[src/rtl/pwr_trim_pkg.sv]
`timescale 1ns/1ps
package pwr_trim_pkg;

    localparam int SAMPLE_W = 24;
    localparam int GAIN_W   = 12;
    localparam int OFS_W    = 16;
    localparam int GUARD_W  = 8;
    localparam int WDATA_W  = 16;

    localparam int FAC_W   = GAIN_W + 2;
    localparam int PROD_W  = SAMPLE_W + FAC_W;
    localparam int SHIFT_W = GAIN_W - GUARD_W;
    localparam int FIX_W   = PROD_W - SHIFT_W;
    localparam int SUM_W   = FIX_W + 1;
    localparam int RES_W   = SUM_W - GUARD_W;

    typedef enum logic {
        SEL_GAIN = 1'b0,
        SEL_OFS  = 1'b1
    } trim_sel_e;

    typedef struct packed {
        logic signed [GAIN_W-1:0] gain;
        logic signed [OFS_W-1:0]  ofs;
    } trim_coef_t;

    typedef struct packed {
        logic                     vld;
        logic signed [FIX_W-1:0]  fix;
        logic signed [OFS_W-1:0]  ofs;
    } stage1_t;

    function automatic logic signed [SAMPLE_W-1:0] clamp_res(input logic signed [RES_W-1:0] v);
        logic signed [RES_W-1:0] hi;
        logic signed [RES_W-1:0] lo;
        hi = RES_W'($signed({1'b0, {(SAMPLE_W-1){1'b1}}}));
        lo = RES_W'($signed({1'b1, {(SAMPLE_W-1){1'b0}}}));
        if (v > hi)      return hi[SAMPLE_W-1:0];
        else if (v < lo) return lo[SAMPLE_W-1:0];
        else             return v[SAMPLE_W-1:0];
    endfunction

endpackage

[src/rtl/pwr_trim_regs.sv]
`timescale 1ns/1ps
module pwr_trim_regs
    import pwr_trim_pkg::*;
(
    input  logic               clk,
    input  logic               rst,
    input  logic               wr_en,
    input  logic               wr_sel,
    input  logic [WDATA_W-1:0] wr_data,
    output trim_coef_t         coef
);

    trim_sel_e sel;
    assign sel = trim_sel_e'(wr_sel);

    always_ff @(posedge clk) begin
        if (rst) begin
            coef <= '0;
        end else if (wr_en) begin
            case (sel)
                SEL_GAIN: coef.gain <= wr_data[GAIN_W-1:0];
                SEL_OFS:  coef.ofs  <= wr_data[OFS_W-1:0];
                default:  coef      <= coef;
            endcase
        end
    end

    AST_COEF_QUIET: assert property (@(posedge clk) disable iff (rst)
        !wr_en |=> $stable(coef));

endmodule

[src/rtl/pwr_trim_gain.sv]
`timescale 1ns/1ps
module pwr_trim_gain
    import pwr_trim_pkg::*;
(
    input  logic                       clk,
    input  logic                       rst,
    input  logic                       in_valid,
    input  logic signed [SAMPLE_W-1:0] in_data,
    input  trim_coef_t                 coef,
    output stage1_t                    s1
);

    logic signed [FAC_W-1:0]  fac;
    logic signed [PROD_W-1:0] prod;
    logic signed [PROD_W-1:0] prod_sh;
    logic signed [FIX_W-1:0]  fix;

    // unity plus the signed trim, in units of 2^-GAIN_W
    assign fac     = (FAC_W'(1) <<< GAIN_W) + FAC_W'(coef.gain);
    assign prod    = PROD_W'(in_data) * PROD_W'(fac);
    // keep GUARD_W fractional bits (floor)
    assign prod_sh = prod >>> SHIFT_W;
    assign fix     = prod_sh[FIX_W-1:0];

    always_ff @(posedge clk) begin
        if (rst) begin
            s1 <= '0;
        end else begin
            s1.vld <= in_valid;
            if (in_valid) begin
                s1.fix <= fix;
                s1.ofs <= coef.ofs;
            end
        end
    end

    AST_STAGE_FROZEN: assert property (@(posedge clk) disable iff (rst)
        !in_valid |=> ($stable(s1.fix) && $stable(s1.ofs)));

endmodule

[src/rtl/pwr_trim_ofs.sv]
`timescale 1ns/1ps
module pwr_trim_ofs
    import pwr_trim_pkg::*;
(
    input  logic                       clk,
    input  logic                       rst,
    input  stage1_t                    s1,
    output logic                       out_valid,
    output logic signed [SAMPLE_W-1:0] out_data
);

    localparam logic signed [SAMPLE_W-1:0] MAX_S = {1'b0, {(SAMPLE_W-1){1'b1}}};
    localparam logic signed [SAMPLE_W-1:0] MIN_S = {1'b1, {(SAMPLE_W-1){1'b0}}};

    logic signed [SUM_W-1:0] sum;
    logic signed [SUM_W-1:0] sum_sh;
    logic signed [RES_W-1:0] res;

    // offset is already in 2^-GUARD_W units; add half an LSB, then floor
    assign sum    = SUM_W'(s1.fix) + SUM_W'(s1.ofs) + (SUM_W'(1) <<< (GUARD_W-1));
    assign sum_sh = sum >>> GUARD_W;
    assign res    = sum_sh[RES_W-1:0];

    always_ff @(posedge clk) begin
        if (rst) begin
            out_valid <= 1'b0;
            out_data  <= '0;
        end else begin
            out_valid <= s1.vld;
            if (s1.vld) out_data <= clamp_res(res);
        end
    end

    AST_CLAMP_HI: assert property (@(posedge clk) disable iff (rst)
        (s1.vld && (res > RES_W'(MAX_S))) |=> (out_data == MAX_S));
    AST_CLAMP_LO: assert property (@(posedge clk) disable iff (rst)
        (s1.vld && (res < RES_W'(MIN_S))) |=> (out_data == MIN_S));
    AST_OUT_HOLD: assert property (@(posedge clk) disable iff (rst)
        !s1.vld |=> $stable(out_data));

endmodule

[src/rtl/pwr_trim.sv]
`timescale 1ns/1ps
module pwr_trim
    import pwr_trim_pkg::*;
(
    input  logic                clk,
    input  logic                rst,
    input  logic                in_valid,
    input  logic [SAMPLE_W-1:0] in_data,
    input  logic                wr_en,
    input  logic                wr_sel,
    input  logic [WDATA_W-1:0]  wr_data,
    output logic                out_valid,
    output logic [SAMPLE_W-1:0] out_data
);

    trim_coef_t                 coef;
    stage1_t                    s1;
    logic signed [SAMPLE_W-1:0] res_s;

    pwr_trim_regs i_regs (
        .clk     (clk),
        .rst     (rst),
        .wr_en   (wr_en),
        .wr_sel  (wr_sel),
        .wr_data (wr_data),
        .coef    (coef)
    );

    pwr_trim_gain i_gain (
        .clk      (clk),
        .rst      (rst),
        .in_valid (in_valid),
        .in_data  ($signed(in_data)),
        .coef     (coef),
        .s1       (s1)
    );

    pwr_trim_ofs i_ofs (
        .clk       (clk),
        .rst       (rst),
        .s1        (s1),
        .out_valid (out_valid),
        .out_data  (res_s)
    );

    assign out_data = res_s;

    AST_LATENCY_TWO: assert property (@(posedge clk) disable iff (rst)
        in_valid |-> ##2 out_valid);
    AST_NO_SPURIOUS: assert property (@(posedge clk) disable iff (rst)
        out_valid |-> $past(in_valid, 2));

endmodule

[config.mk]
export PLATFORM = sky130hd
export DESIGN_NAME = pwr_trim
export DESIGN_NICKNAME = d
export VERILOG_FILES = /design/src/rtl/pwr_trim_pkg.sv /design/src/rtl/pwr_trim_regs.sv /design/src/rtl/pwr_trim_gain.sv /design/src/rtl/pwr_trim_ofs.sv /design/src/rtl/pwr_trim.sv
export SDC_FILE = /design/constraint.sdc
export NUM_CORES = 1
export LEC_CHECK = 0
export BUFFER_PORTS_ARGS = -buffer_cell sky130_fd_sc_hd__clkbuf_2
export CAP_MARGIN = 20
export CORE_UTILIZATION = 57
export CTS_CLUSTER_DIAMETER = 60
export DETAILED_ROUTE_END_ITERATION = 16
export GPL_ROUTABILITY_DRIVEN = 0
export PLACE_DENSITY_LB_ADDON = 0.2
export SYNTH_ARGS = -nofsm -noshare
export SYNTH_HDL_FRONTEND = slang
export SYNTH_SLANG_ARGS = --single-unit
[constraint.sdc]
create_clock -name clk -period 7.8 [get_ports clk]
set_input_delay 0.39 -clock clk [delete_from_list [all_inputs] [get_ports clk]]
set_output_delay 0.39 -clock clk [all_outputs]
set_load 0.05 [all_outputs]
==> impl_metrics.env <==
export IMPL_use_met3_pct=2.318
export IMPL_drive_gt1_share_pct=7.292
export IMPL_startpoint_type="flop"
export IMPL_io_buffers=69
export IMPL_period_needed_ps=6845
export IMPL_drt_initial_drc_count=507
export IMPL_grt_start_max_net_pins=77
export IMPL_power_leakage_nw=9.335
export IMPL_antenna_left=0
export IMPL_dieArea_mm2=0.03036
export IMPL_cts_max_level=3
export IMPL_clock_sinks=104
export IMPL_cp_arrival_ps=7090
export IMPL_setup_viol=0
export IMPL_drc=0
export IMPL_cp_required_ps=8040
export IMPL_maxCapViolations=0
export IMPL_final_max_slew_viol_count=0
export IMPL_grt_pass1_vias=12800
export IMPL_finalWorstSetupSlack_ps=955.4
export IMPL_hp_class="input port to flop"
export IMPL_clock_skew_ps=17.40
export IMPL_setup_tns_ps=0
export IMPL_hpwlAfterDp_mm=29.29
export IMPL_synth_cells=1930
export IMPL_synth_ff_type="dfxtp_1"
export IMPL_cts_setup_buffers=0
export IMPL_antenna_found_initial=0
export IMPL_rsz0062_at_grt="false"
export IMPL_placed_area_mm2=0.01741
export IMPL_diodes=0
export IMPL_grt_pass1_wl_mm=61.53
export IMPL_synth_distinct_cells=67
export IMPL_timing_final_crit_share_pct=87.75
export IMPL_cts_clk_slew_worst_paths_ps=80
export IMPL_drtPass1Iterations=5
export IMPL_ys_async_sr_fraction_pct=0
export IMPL_clockBufferDepth=2
export IMPL_synth_warnings=0
export IMPL_finalNonFillerCells=2304
export IMPL_rows=62
export IMPL_tritoncts="built"
export IMPL_hold_ws_ps=260.9
export IMPL_ir_worst_vdd_v=0.0001142
export IMPL_hold_violations=0
export IMPL_die_x_um=174.2
export IMPL_path_class="flop to flop"
export IMPL_coreArea_mm2=0.02894
export IMPL_status="completed"
export IMPL_avgRoutedWirePerCell_um=15.73
export IMPL_powerDensity_mw_per_mm2=185.0
export IMPL_n_fill_cell=2571
export IMPL_tightest_slew_ps=986.9
export IMPL_synth_edf_count=0
export IMPL_grt_ovfl_total=0
export IMPL_use_met1_pct=31.93
export IMPL_wl_mm=36.25
export IMPL_initial_core_util_pct=58.44
export IMPL_via_per_inst=5.443
export IMPL_gr_max_usage_layer="met2"
export IMPL_post_cts_resized=0
export IMPL_synth_seq_cells=104
export IMPL_syn_nets=2417
export IMPL_use_met2_pct=44.67
export IMPL_max_freq_ghz=0.1461
export IMPL_area_delta_synth_final_pct=4.735
export IMPL_clkLatencyLatePin_ps=360
export IMPL_cts_hold_buffers=0
export IMPL_final_util_pct=61.21
export IMPL_dp_cells=2289
export IMPL_p_total_mw=3.277
export IMPL_num_vias=12540
export IMPL_root_buffer="clkbuf_16"
export IMPL_die_h_um=174.2
export IMPL_nNetsFinal=2403
export IMPL_io_pins=70
export IMPL_crit_fanout=25
export IMPL_cts_buffers=9
export IMPL_end_kind="flop"
export IMPL_synth_cell_area_mm2=0.01691
export IMPL_pre_cts_ws_ps=950.4
export IMPL_grtUsageTotal_pct=24.91
export IMPL_max_slew_margin_rel_pct=34.12
export IMPL_synth_seq_area_share_pct=12.31
export IMPL_final_area_mm2=0.01771
export IMPL_syn_avg_cell_area_um2=8.762
[power by group]
group	switching (mW)	internal, mW
Sequential	0.0647	0.625
Clock	0.219	0.253
Combinational	1.25	0.867
[sequential cells by signal (all words and copies together) (netlist names)]
name,flops
i_regs.coef,28
i_gain.s1,51
i_ofs.out_data,24
i_ofs.out_valid,1
[cell usage in the layout, fill, tap and decap left out, types with 3 or more instances in the layout]
cell type    n
a211o_1      8
o311ai_0     4
a21oi_1     69
nor2_1      93
o22ai_1      3
fa_1       268
or2_2        6
nor3_1       8
a311oi_1    24
nor3b_1      3
nand3_1     15
a31oi_1     10
inv_1      365
xnor2_1     38
xor2_1      20
and3_1      10
o21bai_1    10
nand4_1      9
a211oi_1    10
ha_1       174
mux2_2      23
nand2b_1    12
a21boi_0     3
mux2i_1     38
dfxtp_1    104
a221oi_1     4
or4b_2       3
nor2b_1      8
nand2_1    227
o21ai_0     18
nand4b_1     3
a21o_1      44
and2_1     145
clkbuf_16    9
buf_4       14
and4_1       4
a31o_2       5
clkbuf_2    67
[layout make-up]
class                      instances  area (um^2)  share of cell area (%)
sequential                       104         2082                   11.76
clock inverter                     6        75.07                  0.4239
clock buffer                       9        225.2                   1.272
tap                              384        480.5                   2.713
multi-input combinational       1354        13030                   73.59
timing repair buffer              82        445.4                   2.515
inverter                         365         1370                   7.736
[worst max-delay path, stage by stage (launching register included)]
cell	delay, ps
dfxtp_1	820
and2_1	250
fa_1	410
inv_1	80
fa_1	400
inv_1	80
fa_1	440
fa_1	500
fa_1	500
inv_1	50
fa_1	470
inv_1	40
ha_1	340
a21o_1	190
a21o_1	170
a21o_1	180
a221oi_1	250
o21bai_1	120
o41a_1	390
a211o_1	350
a221oi_1	340
nor4b_1	90
a211o_1	240
[Yosys cell counts, drive strengths merged, types with 4 or more instances]
master  instances  area, um^2
a211o           8       70.07
a211oi         11       87.58
a21o           44       330.3
a21oi          69       345.3
a221oi          4       35.03
a311oi         24       210.2
a31o            5       43.79
a31oi          10       62.56
and2          145       907.1
and3           10       62.56
and4            4       35.03
buf             9       57.55
clkbuf         98       367.9
dfxtp         104        2082
fa            268        5365
ha            174        2177
inv           365        1370
mux2           23       259.0
mux2i          38       380.4
nand2         227       852.1
nand2b         12       75.07
nand3          15       75.07
nand4           9       56.30
nor2           93       349.1
nor2b           8       50.05
nor3            8       40.04
o21ai          20       100.1
o21bai         10       75.07
o311ai          5       43.79
or2             6       37.54
xnor2          38       332.8
xor2           20       175.2
[worst paths after layout]
check	cells after the start	from	end	slack [ps]
worst max-delay path	22	i_regs.coef[20]$_SDFFE_PP0P_	i_gain.s1[46]$_SDFFE_PP0P_	960
worst min-delay path	3	wr_data[13]	i_regs.coef[13]$_SDFFE_PP0P_	260
worst max register to register	22	i_regs.coef[20]$_SDFFE_PP0P_	i_gain.s1[46]$_SDFFE_PP0P_	960
worst min register to register	2	i_regs.coef[11]$_SDFFE_PP0P_	i_regs.coef[11]$_SDFFE_PP0P_	460
[cell families (layout without fill, tap and decap cells)]
family,count (synthesis),count (layout),synth area share [%]
other,1,1,0.02218
DFF,104,104,12.31
and+or+nand+nor,554,554,15.85
adders and majority gates,442,442,44.60
muxes,61,61,3.781
buffers and inverters,472,462,10.62
AOI/OAI and AO/OA,238,238,9.811
xor gates and xnor gates,58,58,3.004
[routing by layer]
layer,wire (um),vias up,share of wire [%]
li1,-,6022,-
met1,15510,6263,43
met2,18840,199,52
met3,1038,57,2.9
met4,861,0,2.4
met5,0,-,0
Note: power is estimated with default switching activity, not from simulation.
